**src/rtl/lirq_pkg.sv**
```systemverilog
package lirq_pkg;
   localparam int unsigned ST_W   = 8;
   localparam int unsigned B_FAR  = 7;
   localparam int unsigned B_LFA  = 6;
   localparam int unsigned B_MFAR = 5;
   localparam int unsigned B_LMFA = 4;
   localparam int unsigned B_XMB  = 3;
   localparam int unsigned B_XLSC = 2;
   localparam int unsigned B_XPR  = 1;
   localparam int unsigned B_RSVD = 0;

   typedef struct packed {
      logic lof;
      logic lomf;
      logic open;
      logic short_l;
      logic alm;
   } levels_t;
endpackage

```
**src/rtl/lirq_event_gen.sv**
```systemverilog
module lirq_event_gen
   import lirq_pkg::*;
(
   input  logic            clk,
   input  logic            rst_n,
   input  levels_t         lv,
   input  logic            mf_begin,
   input  logic            pool_ready,
   output logic [ST_W-1:0] evt
);
   levels_t prev_q;

   always_ff @(posedge clk) begin
      if (!rst_n) prev_q <= '0;
      else        prev_q <= lv;
   end

   always_comb begin
      evt         = '0;
      evt[B_FAR]  = (prev_q.lof & ~lv.lof) | (prev_q.alm & ~lv.alm & ~lv.lof);
      evt[B_LFA]  = (lv.lof & ~prev_q.lof) | lv.alm;
      evt[B_MFAR] = prev_q.lomf & ~lv.lomf;
      evt[B_LMFA] = lv.lomf & ~prev_q.lomf;
      evt[B_XMB]  = mf_begin;
      evt[B_XLSC] = (lv.open & ~prev_q.open) | (lv.short_l ^ prev_q.short_l);
      evt[B_XPR]  = pool_ready;
   end
endmodule

```
**src/rtl/lirq_status_reg.sv**
```systemverilog
module lirq_status_reg #(
   parameter int unsigned     W         = 8,
   parameter logic [W-1:0]    RSVD_BITS = 8'h01
) (
   input  logic         clk,
   input  logic         rst_n,
   input  logic [W-1:0] evt,
   input  logic [W-1:0] mask,
   input  logic         vis_masked,
   input  logic         rd_en,
   output logic [W-1:0] status
);
   logic [W-1:0] admit;

   assign admit = evt & (vis_masked ? {W{1'b1}} : ~mask);

   for (genvar i = 0; i < W; i++) begin : g_bit
      if (RSVD_BITS[i]) begin : g_rsvd
         assign status[i] = 1'b0;
      end else begin : g_live
         logic bit_q;
         always_ff @(posedge clk) begin
            if (!rst_n) bit_q <= 1'b0;
            else        bit_q <= (bit_q & ~rd_en) | admit[i];
         end
         assign status[i] = bit_q;
      end
   end
endmodule

```
**src/rtl/lirq_txdis.sv**
```systemverilog
module lirq_txdis (
   input  logic clk,
   input  logic rst_n,
   input  logic underrun,
   input  logic rd_en,
   output logic tx_disable
);
   logic dis_q;

   always_ff @(posedge clk) begin
      if (!rst_n) dis_q <= 1'b0;
      else        dis_q <= underrun | (dis_q & ~rd_en);
   end

   assign tx_disable = dis_q;
endmodule

```
**src/rtl/lirq_irq_out.sv**
```systemverilog
module lirq_irq_out #(
   parameter int unsigned  W         = 8,
   parameter logic [W-1:0] RSVD_BITS = 8'h01,
   parameter bit           REG_OUT   = 1'b0
) (
   input  logic         clk,
   input  logic         rst_n,
   input  logic [W-1:0] status,
   input  logic [W-1:0] mask,
   output logic         irq,
   output logic         summary
);
   logic pend;

   assign pend = |(status & ~mask & ~RSVD_BITS);

   if (REG_OUT) begin : g_reg
      logic pend_q;
      always_ff @(posedge clk) begin
         if (!rst_n) pend_q <= 1'b0;
         else        pend_q <= pend;
      end
      assign irq     = pend_q;
      assign summary = pend_q;
   end else begin : g_comb
      assign irq     = pend;
      assign summary = pend;
   end
endmodule

```
**src/rtl/line_irq_status.sv**
```systemverilog
module line_irq_status
   import lirq_pkg::*;
#(
   parameter int unsigned         STATUS_W       = 8,
   parameter logic [STATUS_W-1:0] RSVD_BITS      = 8'h01,
   parameter bit                  IRQ_REGISTERED = 1'b0
) (
   input  logic                clk,
   input  logic                rst_n,
   input  logic                lof_i,
   input  logic                lomf_i,
   input  logic                tx_open_i,
   input  logic                tx_short_i,
   input  logic                alm_sim_i,
   input  logic                mf_begin_i,
   input  logic                pool_ready_i,
   input  logic                underrun_i,
   input  logic [STATUS_W-1:0] mask_i,
   input  logic                vis_masked_i,
   input  logic                rd_en_i,
   output logic [STATUS_W-1:0] rd_data_o,
   output logic                irq_o,
   output logic                summary_o,
   output logic                tx_disable_o
);
   if (STATUS_W != ST_W) begin : g_bad_width
      $error("line_irq_status: STATUS_W must equal the fixed bit layout width");
   end
   if (RSVD_BITS[B_RSVD] != 1'b1) begin : g_bad_rsvd
      $error("line_irq_status: reserved bit must be marked in RSVD_BITS");
   end

   levels_t          lv;
   logic [ST_W-1:0]  evt;

   assign lv.lof     = lof_i;
   assign lv.lomf    = lomf_i;
   assign lv.open    = tx_open_i;
   assign lv.short_l = tx_short_i;
   assign lv.alm     = alm_sim_i;

   lirq_event_gen u_evt (
      .clk        (clk),
      .rst_n      (rst_n),
      .lv         (lv),
      .mf_begin   (mf_begin_i),
      .pool_ready (pool_ready_i),
      .evt        (evt)
   );

   lirq_status_reg #(.W(STATUS_W), .RSVD_BITS(RSVD_BITS)) u_stat (
      .clk        (clk),
      .rst_n      (rst_n),
      .evt        (evt),
      .mask       (mask_i),
      .vis_masked (vis_masked_i),
      .rd_en      (rd_en_i),
      .status     (rd_data_o)
   );

   lirq_irq_out #(.W(STATUS_W), .RSVD_BITS(RSVD_BITS), .REG_OUT(IRQ_REGISTERED)) u_irq (
      .clk     (clk),
      .rst_n   (rst_n),
      .status  (rd_data_o),
      .mask    (mask_i),
      .irq     (irq_o),
      .summary (summary_o)
   );

   lirq_txdis u_txdis (
      .clk        (clk),
      .rst_n      (rst_n),
      .underrun   (underrun_i),
      .rd_en      (rd_en_i),
      .tx_disable (tx_disable_o)
   );
endmodule

```
**config.mk**
```make
export PLATFORM = sky130hd
export DESIGN_NAME = line_irq_status
export DESIGN_NICKNAME = d
export VERILOG_FILES = /design/src/rtl/lirq_pkg.sv /design/src/rtl/lirq_event_gen.sv /design/src/rtl/lirq_status_reg.sv /design/src/rtl/lirq_txdis.sv /design/src/rtl/lirq_irq_out.sv /design/src/rtl/line_irq_status.sv
export SDC_FILE = /design/constraint.sdc
export NUM_CORES = 1
export LEC_CHECK = 0
export BUFFER_PORTS_ARGS = -buffer_cell sky130_fd_sc_hd__buf_2
export CORE_MARGIN = 10
export CORE_UTILIZATION = 43
export DETAILED_ROUTE_END_ITERATION = 10
export PLACE_DENSITY = 0.74
export SYNTH_ARGS = -nofsm -noshare
export SYNTH_HDL_FRONTEND = slang
export SYNTH_SLANG_ARGS = --single-unit
```
**constraint.sdc**
```tcl
create_clock -name clk -period 1.4 [get_ports clk]
set_clock_uncertainty 0.2 [all_clocks]
set_input_delay 0.14 -clock clk [delete_from_list [all_inputs] [get_ports clk]]
set_output_delay 0.14 -clock clk [all_outputs]
set_load 0.02 [all_outputs]
```
# After elaboration in Yosys (flattened, before gate mapping)
# Cells that the tools add are included.
# totals
ff_bits,13
output_inout_bits,11
input_bits,20
# classes
reduce_logical,1
muxes,1
n_bitwise,37
# op_table
op,n
$and 8x8->8,2
$and 1x1->1,15
$or 1x1->1,11
$mux 8,1
$not 8->8,1
$not 1->1,7
$reduce_or 7->1,1
$xor 1x1->1,1

# Longest topological paths before layout
# logic_depth
depth_word,6
mapped_depth,4
ltp_nobuf,3

# Hierarchy
# Synthesis repeated with hierarchy kept, for this count alone.
# unflattened
hier_cells,82
area_unflattened_um2,742.0
# by_module_without_submodules
module,cells_each,seq_area_each_um2,area_each_um2,instances
lirq_status_reg,45,140.1,414.1,1
lirq_event_gen,23,100.1,224.0,1
lirq_irq_out,11,0.0,62.6,1
lirq_txdis,3,20.0,41.3,1

# Least setup slack after synthesis
# No wires, ideal clock.
# synth_path
path_kind,register to output
from,reg u_stat.g_bit[1].g_live.bit_q
to,out summary_o
required_ns,1.060
stages_incl_launch_ff,4
slack_ns,-0.019
arrival_ns,1.079
cell_sequence,dfxtp_1 > a222oi_1 > nand3_1 > buf_4
# synth_between
elab_chain_cells,2
# synth_rtl
item,line,rtl
from (decl),lirq_status_reg.sv:21,logic bit_q;
from (signal assigned),lirq_status_reg.sv:24,else bit_q <= (bit_q & ~rd_en) | admit[i];
$and 8x8->8,lirq_irq_out.sv:15,assign pend = |(status & ~mask & ~RSVD_BITS);
$reduce_or 7->1,lirq_irq_out.sv:15,
to (decl),line_irq_status.sv:23,"output logic summary_o,"
# No other way between the ends.

# Worst setup path after layout
# layout_path
from,reg u_stat.g_bit[1].g_live.bit_q
to,out irq_o
# layout_between
elab_chain_cells,2
# layout_rtl
item,line,rtl
$and 8x8->8,lirq_irq_out.sv:15,
$reduce_or 7->1,lirq_irq_out.sv:15,
to (decl),line_irq_status.sv:22,"output logic irq_o,"
# No other way between the ends.

==> impl_metrics.json <==
{
  "critPathMaxFanout": 3,
  "rsz0062_at_grt": "yes",
  "overflow": 0,
  "cts_setup_buffers": 0,
  "synth_cell_types": 24,
  "r2r_end": "u_stat.g_bit[7].g_live.bit_q$_SDFF_PN0_",
  "holdCritPathClass": "input port to register",
  "first_pass_iters": 4,
  "synth_edf_count": 0,
  "synth_cells": 71,
  "die_w_um": 57.9,
  "synthFlopType": "dfxtp_1",
  "clock_path_buffers": 2,
  "crit_type": "register to primary output",
  "drtAntennaViolNets": 0,
  "outcome": "finished with violations",
  "num_antenna_cells": 0,
  "worstPathRequired_ps": 1060,
  "cts_made_buffers": 3,
  "place_hpwl_um": 1170,
  "synth_area_per_cell_um2": 8.69,
  "drc_errors": 0,
  "netlist_area_um2": 617,
  "cp-endpoint": "irq_o",
  "ir_drop_mv": 0.792,
  "start_util_pct": 46.2,
  "routed_wl_um": 1530,
  "violations": "negative setup slack",
  "dieArea_um2": 3350,
  "worstPathArrival_ps": 1280,
  "grt_start_max_net_pins": 15,
  "synth_warnings": 0,
  "h-tree-depth": 1,
  "worstSetupStartpointType": "register",
  "clkSinkCount": 13,
  "yosysSeqAreaShare_pct": 42.2,
  "io_buffers": 28,
  "die_h_um": 57.9,
  "vias": 560,
  "drt_iter0_drc": 15,
  "cts_root_buf": "clkbuf_4",
  "setup.worst_path.start": "u_stat.g_bit[1].g_live.bit_q$_SDFF_PN0_",
  "core_um2": 1330,
  "fmax_mhz": 617,
  "total_power_mw": 0.802,
  "worstReg2RegStart": "u_evt.prev_q[4]$_SDFF_PN0_",
  "cts_tree": "done",
  "fin_cells": 117,
  "fp-row-count": 13,
  "crit_path_end_kind": "primary output",
  "whs_ps": 3.45,
  "fin_crit_sh_pct": 116,
  "ioPinCount": 31,
  "fin_util_pct": 61.5,
  "grt_pass1_vias": 610,
  "dp_cells": 104,
  "tns_ps": -440,
  "async_reset_ff_share_pct": 0,
  "drive_above_1_share_pct": 31.4,
  "synthesis.nets": 91,
  "grt_pass1_wl_um": 2580,
  "ys_ff_latch": 13,
  "placed_area_um2": 704,
  "gp_congestion": 0.792,
  "reg2regPathDepth": 3,
  "finish.net_count": 123,
  "fin_crit_ps": 1620,
  "drv_cap": 0,
  "slew_viol_final": 0,
  "area_growth_pct": 33.1,
  "hold_violations": 0,
  "powerDensity_nw_per_um2": 977,
  "insertion_delay_ps": 270,
  "path_clk_slew_ps": 80,
  "wl_per_cell_um": 13.1,
  "grt_use_total_pct": 9.44,
  "ff2ff_setup_slack_ps": 400,
  "setup_viol": 2,
  "antenna_found_initial": 0,
  "dp_slack_ps": 73.7,
  "finalWorstSetupSlack_ps": -220,
  "p_leak_nw": 0.407,
  "final_design_area_no_fill_um2": 821,
  "via_per_inst": 4.79
}
## cell type report
cell class / count / area (um^2)
sequential: 13 / 260
multi-input combinational: 37 / 244
timing repair buffer: 37 / 230
inverter: 11 / 41.3
tap: 15 / 18.8
clock buffer: 4 / 26.3
fill: 130 / 513
## layout by cell type, fill, tap and decap left out
cell | synthesis | layout
buf_2 | 0 | 28
dfxtp_1 | 13 | 13
inv_1 | 10 | 10
dlygate4sd3_1 | 0 | 9
nand2b_1 | 6 | 6
and2_1 | 5 | 5
o21ai_0 | 4 | 4
a21boi_0 | 4 | 4
clkbuf_4 | 0 | 3
a22oi_1 | 2 | 2
o21a_1 | 2 | 2
nor2b_1 | 2 | 2
a222oi_1 | 1 | 1
nand3_1 | 1 | 1
nor2_1 | 1 | 1
inv_2 | 1 | 1
a221oi_1 | 1 | 1
a21oi_1 | 1 | 1
nand3b_1 | 1 | 1
o211ai_1 | 1 | 1
a211o_1 | 1 | 1
a21boi_1 | 1 | 1
xor2_1 | 1 | 1
o22ai_1 | 1 | 1
conb_1 | 1 | 1
clkbuf_1 | 1 | 1
## metal layers
layer	vias up	part of all wire [%]	global-route usage (%)
met5	-	0	0
met4	0	2.2	6.04
met3	4	9.6	4.14
met2	23	46	15.3
met1	249	42	9.69
li1	284	-	-
## timing repair
action	CTS	global route
endpoints found under the setup margin	2	2
gates resized for setup	0	0
hold buffers	9	0
endpoints found under the hold margin	10	0
## state kept, by name (all words and copies together) (netlist names)
name,cells
u_stat.g_bit.g_live.bit_q,7
u_evt.prev_q,5
u_txdis.tx_disable,1
## worst min-delay path by stage
| stage | startpoint | endpoint | cells past startpoint | slack [ps] |
|---|---|---|---|---|
| 2_1_floorplan | alm_sim_i | u_evt.prev_q[0]$_SDFF_PN0_ | 1 | 60 |
| 3_3_place_gp | underrun_i | u_txdis.tx_disable$_SDFF_PN0_ | 2 | 150 |
| 3_5_place_dp | tx_open_i | u_evt.prev_q[2]$_SDFF_PN0_ | 2 | 160 |
| 4_1_cts | rst_n | u_txdis.tx_disable$_SDFF_PN0_ | 2 | 2 |
| 5_1_grt | rst_n | u_txdis.tx_disable$_SDFF_PN0_ | 2 | 6 |
| 6_report | rst_n | u_txdis.tx_disable$_SDFF_PN0_ | 2 | 3 |
## critical path: stages, from the launching register on
cell,delay (ps)
dfxtp_1,330
a222oi_1,350
nand3_1,150
buf_2,180
## report_power, final
part | internal [mW] | switching (mW) | total [mW]
combinational | 0.0806 | 0.0891 | 0.170
sequential | 0.393 | 0.0128 | 0.406
clock | 0.110 | 0.116 | 0.227
## kinds of logic after synthesis
| group | count (synthesis) | synth area share (%) |
|---|---|---|
| buffers and inverters | 21 | 18.3 |
| AOI/OAI and AO/OA | 19 | 21.7 |
| and+or+nand+nor | 16 | 15.8 |
| DFF | 13 | 42.2 |
| xor gates and xnor gates | 1 | 1.42 |
| other | 1 | 0.608 |
## Yosys cell counts, types with 2 or more instances
cell type,instances,area [um^2]
nand2b_1,6,37.5
o21a_1,2,15.0
buf_4,9,67.6
o21ai_0,4,20.0
dfxtp_1,13,260
and2_1,5,31.3
nor2b_1,2,12.5
inv_1,10,37.5
a22oi_1,2,15.0
a21boi_0,4,30.0
Power figures use the tool's default switching activity.
